File: src/rtl/irq_pkg.sv
package irq_pkg;
  localparam int NSRC   = 5;
  localparam int NEXT   = 2;
  localparam int VEC_W  = $clog2(NSRC);
  localparam int NEST_D = 4;
  typedef logic [VEC_W-1:0] vec_t;
endpackage

File: src/rtl/irq_edge_sync.sv
module irq_edge_sync (
  input  logic clk,
  input  logic rst_n,
  input  logic pin_i,
  input  logic rise_sel_i,
  output logic edge_o
);
  logic meta_q, sync_q, last_q;

  always_ff @(posedge clk or negedge rst_n) begin
    if (!rst_n) begin
      meta_q <= 1'b0;
      sync_q <= 1'b0;
      last_q <= 1'b0;
    end else begin
      meta_q <= pin_i;
      sync_q <= meta_q;
      last_q <= sync_q;
    end
  end

  // transition-based: the select only chooses direction, never forms an edge itself
  always_comb begin
    if (rise_sel_i) edge_o = sync_q & ~last_q;
    else            edge_o = ~sync_q & last_q;
  end

  assert_edge_needs_change_R3: assert property (@(posedge clk) disable iff (!rst_n)
    edge_o |-> (sync_q != last_q));
endmodule

File: src/rtl/irq_prio_pick.sv
module irq_prio_pick #(
  parameter int N = 5,
  parameter int W = 3
) (
  input  logic         clk,
  input  logic         rst_n,
  input  logic [N-1:0] cand_i,
  output logic         any_o,
  output logic [W-1:0] idx_o
);
  always_comb begin
    any_o = 1'b0;
    idx_o = '0;
    for (int i = N - 1; i >= 0; i--) begin
      if (cand_i[i]) begin
        any_o = 1'b1;
        idx_o = W'(i);
      end
    end
  end

  logic [N-1:0] above_mask;
  assign above_mask = (N'(1) << idx_o) - N'(1);

  assert_pick_highest_R5: assert property (@(posedge clk) disable iff (!rst_n)
    any_o |-> (cand_i[idx_o] && ((cand_i & above_mask) == '0)));
endmodule

File: src/rtl/irq_nest_stack.sv
module irq_nest_stack #(
  parameter int DEPTH = 4,
  parameter int VW    = 3,
  localparam int LW   = $clog2(DEPTH + 1)
) (
  input  logic          clk,
  input  logic          rst_n,
  input  logic          push_i,
  input  logic          pop_i,
  input  logic [VW-1:0] push_val_i,
  output logic [VW-1:0] top_o,
  output logic [LW-1:0] lvl_o,
  output logic          full_o,
  output logic          empty_o
);
  logic [VW-1:0] slot_q [DEPTH];
  logic [VW-1:0] slot_d [DEPTH];
  logic [LW-1:0] lvl_q, lvl_d;
  logic          do_push, do_pop;

  assign empty_o = (lvl_q == '0);
  assign full_o  = (lvl_q == LW'(DEPTH));
  assign lvl_o   = lvl_q;
  assign do_pop  = pop_i & ~empty_o;
  assign do_push = push_i & ~full_o & ~pop_i;

  always_comb begin
    top_o = '1;
    for (int i = 0; i < DEPTH; i++)
      if (LW'(i + 1) == lvl_q) top_o = slot_q[i];
  end

  always_comb begin
    lvl_d = lvl_q;
    for (int i = 0; i < DEPTH; i++) slot_d[i] = slot_q[i];
    if (do_pop) begin
      lvl_d = lvl_q - LW'(1);
    end else if (do_push) begin
      lvl_d = lvl_q + LW'(1);
      for (int i = 0; i < DEPTH; i++)
        if (LW'(i) == lvl_q) slot_d[i] = push_val_i;
    end
  end

  always_ff @(posedge clk or negedge rst_n) begin
    if (!rst_n) begin
      lvl_q <= '0;
      for (int i = 0; i < DEPTH; i++) slot_q[i] <= '0;
    end else begin
      lvl_q <= lvl_d;
      for (int i = 0; i < DEPTH; i++) slot_q[i] <= slot_d[i];
    end
  end

  assert_lvl_bound_R9: assert property (@(posedge clk) disable iff (!rst_n)
    lvl_q <= LW'(DEPTH));
  assert_no_push_full_R9: assert property (@(posedge clk) disable iff (!rst_n)
    full_o |-> !push_i);
  assert_push_grows_R7: assert property (@(posedge clk) disable iff (!rst_n)
    (push_i && !pop_i) |=> (lvl_q == $past(lvl_q) + LW'(1)));
  assert_pop_shrinks_R10: assert property (@(posedge clk) disable iff (!rst_n)
    (pop_i && !empty_o) |=> (lvl_q == $past(lvl_q) - LW'(1)));
  assert_pop_empty_R10: assert property (@(posedge clk) disable iff (!rst_n)
    (pop_i && empty_o) |=> (lvl_q == '0));
endmodule

File: src/rtl/prio_irq_ctrl.sv
module prio_irq_ctrl
  import irq_pkg::*;
#(
  parameter int NUM_SRC = NSRC,
  parameter int NUM_EXT = NEXT,
  parameter int MAX_LVL = NEST_D,
  localparam int VW     = $clog2(NUM_SRC),
  localparam int LW     = $clog2(MAX_LVL + 1)
) (
  input  logic               clk,
  input  logic               rst_n,
  input  logic [NUM_EXT-1:0] ext_pin,
  input  logic [NUM_EXT-1:0] ext_rise,
  input  logic               sio_done,
  input  logic               tmr0_evt,
  input  logic               tmr1_evt,
  input  logic [NUM_SRC-1:0] src_en,
  input  logic               glob_en,
  input  logic               irq_ack,
  input  logic               irq_ret,
  output logic               irq_req,
  output logic [VW-1:0]      irq_vec,
  output logic [LW-1:0]      nest_lvl,
  output logic               wake
);
  logic [NUM_EXT-1:0] ext_edge;
  logic [NUM_SRC-1:0] evt, cand, clr_mask;
  logic [NUM_SRC-1:0] pend_q, pend_d;
  logic               any_c, take, st_full, st_empty, allow;
  logic [VW-1:0]      pick_idx, top_vec;

  for (genvar g = 0; g < NUM_EXT; g++) begin : g_ext
    irq_edge_sync u_sync (
      .clk        (clk),
      .rst_n      (rst_n),
      .pin_i      (ext_pin[g]),
      .rise_sel_i (ext_rise[g]),
      .edge_o     (ext_edge[g])
    );
  end

  assign evt  = {tmr1_evt, tmr0_evt, sio_done, ext_edge};
  assign cand = pend_q & src_en & {NUM_SRC{glob_en}};

  irq_prio_pick #(.N(NUM_SRC), .W(VW)) u_pick (
    .clk    (clk),
    .rst_n  (rst_n),
    .cand_i (cand),
    .any_o  (any_c),
    .idx_o  (pick_idx)
  );

  irq_nest_stack #(.DEPTH(MAX_LVL), .VW(VW)) u_stack (
    .clk        (clk),
    .rst_n      (rst_n),
    .push_i     (take),
    .pop_i      (irq_ret),
    .push_val_i (pick_idx),
    .top_o      (top_vec),
    .lvl_o      (nest_lvl),
    .full_o     (st_full),
    .empty_o    (st_empty)
  );

  assign allow   = st_empty | (~st_full & (pick_idx < top_vec));
  assign irq_req = any_c & allow;
  assign irq_vec = pick_idx;
  assign wake    = any_c;
  assign take    = irq_ack & irq_req & ~irq_ret;

  always_comb begin
    clr_mask = '0;
    if (take) clr_mask = NUM_SRC'(1) << pick_idx;
    pend_d = (pend_q & ~clr_mask) | evt;
  end

  always_ff @(posedge clk or negedge rst_n) begin
    if (!rst_n) pend_q <= '0;
    else        pend_q <= pend_d;
  end

  assert_req_backed_R6: assert property (@(posedge clk) disable iff (!rst_n)
    irq_req |-> (glob_en && pend_q[irq_vec] && src_en[irq_vec]));
  assert_no_req_full_R9: assert property (@(posedge clk) disable iff (!rst_n)
    (nest_lvl == LW'(MAX_LVL)) |-> !irq_req);
  assert_preempt_strict_R8: assert property (@(posedge clk) disable iff (!rst_n)
    (irq_req && nest_lvl != '0) |-> (irq_vec < top_vec));
  assert_wake_covers_req_R11: assert property (@(posedge clk) disable iff (!rst_n)
    irq_req |-> wake);
  assert_ack_clears_R7: assert property (@(posedge clk) disable iff (!rst_n)
    (take && !evt[irq_vec]) |=> !pend_q[$past(irq_vec)]);
endmodule

File: config.mk
export PLATFORM = sky130hd
export DESIGN_NAME = prio_irq_ctrl
export DESIGN_NICKNAME = d
export VERILOG_FILES = /design/src/rtl/irq_pkg.sv /design/src/rtl/irq_edge_sync.sv /design/src/rtl/irq_prio_pick.sv /design/src/rtl/irq_nest_stack.sv /design/src/rtl/prio_irq_ctrl.sv
export SDC_FILE = /design/constraint.sdc
export NUM_CORES = 1
export LEC_CHECK = 0
export BUFFER_PORTS_ARGS = -buffer_cell sky130_fd_sc_hd__buf_2
export CORE_MARGIN = 2
export CORE_UTILIZATION = 40
export CTS_CLUSTER_DIAMETER = 40
export DETAILED_ROUTE_END_ITERATION = 10
export PLACE_DENSITY = 0.71
export SLEW_MARGIN = 15
export SYNTH_ARGS = -nofsm -noshare
export SYNTH_HDL_FRONTEND = slang
export SYNTH_SLANG_ARGS = --single-unit
File: constraint.sdc
create_clock -name clk -period 7.45 [get_ports clk]
set_input_delay 1.49 -clock clk [delete_from_list [all_inputs] [get_ports clk]]
set_output_delay 1.49 -clock clk [all_outputs]
set_load 0.01 [all_outputs]
After elaboration in Yosys (flattened, before gate mapping)
Cells that the tools add are included.

operators by class
  divide/modulo/power cells = 0
  reductions and logical operators = 6
  eq/ne operators = 5
  magnitude comparators = 1
  shifts and indexed selects = 1
  $mul = 0
  bitwise operators = 25
  mux-type cells = 19
  add/subtract/negate cells = 2

operators with widths
  cell                                                                  number
  3-bit 2-to-1 mux                                                      11
  5-bit bitwise AND                                                     3
  3-bit AND reduction                                                   4
  1-bit bitwise AND                                                     11
  1-bit NOT                                                             8
  1-bit 2-to-1 mux                                                      7
  2-bit by 3-bit equality test with 1-bit output, first input constant  2
  5-bit 2-to-1 mux                                                      1
  5-bit NOT                                                             1
  5-bit OR                                                              1
  1-bit by 3-bit << shifter with 5-bit output, first input constant     1
  3-bit by 1-bit adder with 3-bit output, second input constant         1
  1-bit by 3-bit equality test with 1-bit output, first input constant  1
  3-bit equality test, first input constant                             1
  3-bit equality test, second input constant                            1
  3-bit zero test                                                       1
  3-bit less-than comparator                                            1
  3-bit by 1-bit subtractor with 3-bit output, second input constant    1
  2-bit nonzero test                                                    1
  1-bit OR                                                              1

storage, ports and cells
  memory bits (writable) = 0
  memories = 0
  ROM bits = 0
  bits in registers = 26
  bits of input ports = 17
  bits in latches = 0
  output and inout bits = 8

Longest topological paths before layout
  depth in word-level cells = 17
  depth in mapped cells = 13
  depth with buffers taken out = 13

By module
Synthesis repeated with hierarchy kept, for this count alone.

second synthesis, totals
  cell total of the unflattened synthesis = 139
  area total of the unflattened synthesis = 1457.6 µm²

modules (own cells, without submodules)
  module          sequential area each (µm²)  cells an instance  instances  area each (µm²)
  irq_nest_stack  375.4                       78                 1          863.3
  prio_irq_ctrl   125.1                       41                 1          350.3
  irq_edge_sync   75.1                        6                  2          97.6
  irq_prio_pick   0.0                         8                  1          48.8

Worst setup path after synthesis
No wires, ideal clock.

  path type = input to output
  start = in src_en[3]
  end = out irq_req
  cell stages on the path = 8
  data required time = 5.960 ns
  path buffers = 0
  data arrival time = 3.528 ns
  slack = 2.432 ns
  cells stage by stage = a22oi_1 -> nand4_1 -> nor2_1 -> ha_1 -> a22o_4 -> a211oi_4 -> o211ai_4 -> a21boi_0

between the ends
  cells in the longest elaborated chain, start to end = 10
  elaborated cells between the ends (all ways) = 14
  those cells by class = order compare: 1; mux: 8; bitwise: 5

RTL lines
  what                            line                 RTL
  from (decl)                     prio_irq_ctrl.sv:17  input logic [NUM_SRC-1:0] src_en,
  5-bit bitwise AND (2 in a row)  prio_irq_ctrl.sv:43  assign cand = pend_q & src_en & {NUM_SRC{glob_en}};
  3-bit 2-to-1 mux (4 in a row)   irq_prio_pick.sv:15  if (cand_i[i]) begin
  named net irq_vec[2]            prio_irq_ctrl.sv:22  output logic [VW-1:0] irq_vec,
  3-bit less-than comparator      prio_irq_ctrl.sv:65  assign allow = st_empty | (~st_full & (pick_idx < top_vec));
  1-bit bitwise AND               prio_irq_ctrl.sv:65
  1-bit OR                        prio_irq_ctrl.sv:65
  1-bit bitwise AND               prio_irq_ctrl.sv:66  assign irq_req = any_c & allow;
  to (decl)                       prio_irq_ctrl.sv:21  output logic irq_req,

The timed path passes the listed nets, and every way through them passes these cells.

Worst setup path in the final report
  start = in src_en[3]
  end = out irq_req

between the ends
  cells in the longest elaborated chain, start to end = 10
  elaborated cells between the ends (all ways) = 14
  those cells by class = order compare: 1; mux: 8; bitwise: 5

RTL lines
  what                                line
  5-bit bitwise AND (*) (2 in a row)  prio_irq_ctrl.sv:43
  3-bit 2-to-1 mux (4 in a row)       irq_prio_pick.sv:15
  3-bit less-than comparator          prio_irq_ctrl.sv:65
  1-bit bitwise AND                   prio_irq_ctrl.sv:65
  1-bit OR                            prio_irq_ctrl.sv:65
  1-bit bitwise AND (*)               prio_irq_ctrl.sv:66

Mark *: on every way between the ends. The rest lies on a longest branch, timed or not.

==> flow_results.org <==
** Placement
- Port Buffers :: 24
- Before CTS, the worst setup slack after placement is 2.15 ns.
- Number of instances in the placed design :: 212
- Final weighted congestion of routability-driven global placement :: 0.881
- HPWL Detailed :: between 2 and 2.5 mm

** Clock tree
- The clock passes through at most 2 buffers.
- Clock net sink count :: 25
- Number of buffers inserted during clock tree synthesis :: 3
- H-Tree Depth :: 1
- Number of buffers added for setup after CTS :: 0
- Once the clock tree was built, the resizer swapped 0 gates to a different size.
- TritonCTS clock tree :: done
- The clock reaches the later pin of the worst-skew pair after 0.27 ns.
- Register clock-pin slew on the reported worst setup and hold paths :: 0.09 ns
- Hold_buf cts :: 0
- In this run the clock root is driven by a clkbuf_8.

** Drt
- For this block, the initial DRC count from the detailed router was approximately 120.
- Final ANT Viol Nets :: 0
- In the routed design, unresolved DRC markers number 0.
- Using the TritonRoute via totals, the vias-per-cell ratio works out to approximately 5.5.
- Vias post-DR :: 1186
- Number of iterations in the first detailed-routing pass :: 4
- Final wirelength :: between 3 and 4 mm
- After detailed routing, the average wire length per cell comes to about 14 µm.

** Final layout
- Commonest non-fill, non-tap cell in the layout :: dfrtp_1
- Of the cells placed in the final design, the portion with a size suffix greater than 1 is 0.304.
- The number of antenna diodes in the final layout is 0.
- Relative to the synthesized area, the layout overhead comes to 14.3%.
- Fillers :: 338
- Commonest non-fill, non-tap cells in the layout :: 25 x dfrtp_1, 24 x buf_2, 21 x nand2_1
- Sequential cell area :: between 600 and 700 µm²
- After the last flow step, the layout net total stands at 194.
- Summing all multi-input logic gate instances after layout gives slightly above 800 µm².
- Number of standard cells in the layout, taps in and fillers out :: 216

** Power and ir drop
- For this design the static power due to leakage is between 0.7 and 0.8 nW.
- The design draws 0.000551 W.
- Dividing total power by cell area gives a power density of 326 mW/mm².
- Across the VDD grid, the largest voltage drop is between 100 and 150 µV.

** STA
- Across the routed clock network, the largest skew measured is about 0.0049 ns.
- Timing would allow up to 188 MHz.
- Setup-failing EPs final :: 0
- Sum of negative setup slack :: 0 ns
- Setup repair after global routing left no endpoint under its margin.
- Of the available clock period, the critical path in the final layout requires 0.715.
- For the pin with the worst max-slew slack, the measured transition is 0.630 ns.
- Worst path setup slack after routing :: 2.13 ns
- Measured against its own limit, the worst slew margin works out to 0.580.
- The number of hold violations in the final report is 0.
- The count of pins over their slew limit is 0.
- Time the final worst path needs with I/O delays and setup :: 5.32 ns

** GRT
- Antenna violations before repair :: 0
- Global-route wire length before repair :: 5.26 mm
- Total routing usage reported by global routing :: 0.162
- Entering global routing, the biggest net connects 26 pins.
- The total overflow left after global routing is 0.
- The number of global-route vias before repair was 1118.

** Synth
- Syn Nets :: 167
- Top cells by area, synth :: dfrtp_1 42%, ha_1 6.8%, mux2_2 5.3%
- Of the total synthesized cell area, the portion taken by XOR and XNOR cells is 0.00593.
- Of the post-synthesis cell area, the dominant cell type holds 0.423.
- The fraction of the mapped netlist area in compound gates is 0.243.
- Most frequently used flop master after synthesis :: dfrtp_1
- Of the total synthesized cell area, the portion taken by AND, OR, NAND and NOR gates is 0.148.
- Dividing the synthesized area by the synthesized cell count gives 10.4 µm².
- The synthesized design contains 0 enable-type register cells.
- Multiplexer area fraction after synthesis :: 0.0813
- Cell variety after synth :: 45
- Library cell occupying the most area in the post-synthesis netlist :: dfrtp_1
- Synthesized-area fraction occupied by adder cells :: 0.0677
- Count of mapped cells out of synthesis :: 142
- The cell area that synthesis handed to floorplanning was between 0.001 and 0.0015 mm².
- By area, the combinational part of the netlist is dominated by compound AO/OA/AOI/OAI gates.
- Synthesis-stage register bit count :: 25
- Seq/Total Area, Yosys :: 0.423
- Yosys printed 0 warnings.
- After synthesis, the share of flip-flops with an asynchronous set or reset is 1.00.

** Floorplanning
- Row generation in the floorplan step produced 22 rows.
- During I/O placement, the number of pins put on the boundary was 25.
- From bottom edge to top edge, the die measures 64.8 µm.
- The core region is 0.00361 mm².
- For this configuration, the core starts out at a cell density of 0.410.
- The die covers about 0.0042 mm².
- The floorplan step set the die width to 64.8 µm.

** Critical path
- For this run, the slowest stage of the critical path takes 0.39 ns.
- The worst setup path is captured at a primary output.
- Kind of start point of the critical path :: input port
- Counting both buffers and inverters, the worst setup path holds a total of 2.
- Setup CP Type :: in -> out
- Arr. time, crit path :: 3.83 ns
- Dominant delay contributor by cell family on the critical path :: compound AO/OA/AOI/OAI gates
- CP Max Fanout :: 7
- Ordered cell list for the critical path :: buf_2 -> a22oi_1 -> nand4_1 -> nor2_1 -> ha_1 -> a22o_4 -> a211oi_4 -> o211ai_4 -> a21boi_0 -> buf_2
- Tracing the worst setup path back leads to its startpoint at src_en[3].
- Number of cells on the critical path :: 10
- For the worst flop-to-flop path, the logic depth is 10.
- STA puts the critical path data required time at roughly 6 ns.
- The slowest stage of the critical path is the nor2_1 cell.
- In this design, the critical path's most frequently occurring cell is buf_2.
- The startpoint identified for the worst register-to-register timing path is u_stack.lvl_o[2]$_DFFE_PN0P_.

** Worst hold path
- Min-Delay Path Depth :: 0
- Min-Delay Startpoint :: g_ext[0].u_sync.meta_q$_DFF_PN0_
- Hold Crit Class :: reg -> reg

** Outcome
- The run finished with clean final reports.

** Run
- Across the run, the number of max-cap violations was 0.
-- per-stage QoR --
stage	hold slack, ns	utilization	instance area, µm²
5_1_grt	0.377	0.468	1690
3_5_place_dp	0.344	0.456	1640
3_3_place_gp	0.333	0.456	1640
4_1_cts	0.366	0.468	1690
2_1_floorplan	0.331	-	1480
6_report	0.360	0.468	1690
-- cell type report --
cell class | count | share of cell area
multi-input cells | 107 | 0.478
flip-flops and latches | 25 | 0.370
repair buffers | 24 | 0.0711
well taps | 48 | 0.0356
clock buffers | 3 | 0.0244
inverters | 8 | 0.0178
clock inverters | 1 | 0.00296
-- worst register-to-register path, cell delays in order (launching register included) --
cell      delay (ns)
dfrtp_1         0.55
inv_1           0.17
ha_1            0.35
o211ai_1        0.23
o221ai_1        0.16
ha_1            0.30
o21a_1          0.20
o31ai_1         0.40
o31ai_2         0.20
nor2_2          0.22
mux2_1          0.34
-- flip-flops by register name, indices dropped and copies added (netlist names) --
register	count
pend_q	5
g_ext.u_sync.sync_q	2
u_stack.slot_q	11
g_ext.u_sync.last_q	2
u_stack.lvl_o	3
g_ext.u_sync.meta_q	2
-- cells in the mapped netlist (2+ instances only) --
cell / count
dfrtp_1: 25
nand2_1: 21
nor2_1: 11
ha_1: 8
inv_1: 8
mux2_2: 7
a31oi_1: 5
nor3_1: 4
o211ai_1: 4
a21oi_2: 3
o21ai_0: 3
o31ai_1: 3
a21boi_0: 2
a21oi_1: 2
a22oi_1: 2
mux2_4: 2
nor3b_1: 2
o221ai_1: 2
o22ai_1: 2
-- where the power goes --
part	internal, W	switching (W)
registers	0.000165	0.0000268
logic	0.000117	0.000163
clock network	0.0000374	0.0000424
total	0.000319	0.000233
-- layer usage --
metal,track usage,vias to the layer above,wire (µm)
met5,0,-,0
met4,0.0612,0,44
met3,0.0451,7,153
met2,0.254,37,1490
met1,0.213,573,1360
li1,-,569,-
-- path summary, 6_finish.rpt --
path / to / slack [ns]
max: irq_req / 2.13
min: g_ext[0].u_sync.sync_q$_DFF_PN0_ / 0.36
max reg2reg: u_stack.lvl_o[2]$_DFFE_PN0P_ / 4.20
min reg2reg: g_ext[0].u_sync.sync_q$_DFF_PN0_ / 0.36
max in group asynchronous: u_stack.slot_q[11]$_DFFE_PN0P_ / 5.89
min in group asynchronous: g_ext[0].u_sync.meta_q$_DFF_PN0_ / 1.19
-- logic make-up after synthesis --
logic type / count (synthesis)
flops: 25
fa+ha+maj: 8
mux: 10
buf+inv: 10
compound gates: 41
simple gates: 47
xor+xnor: 1
No activity file was read; power rests on OpenSTA's default activity.
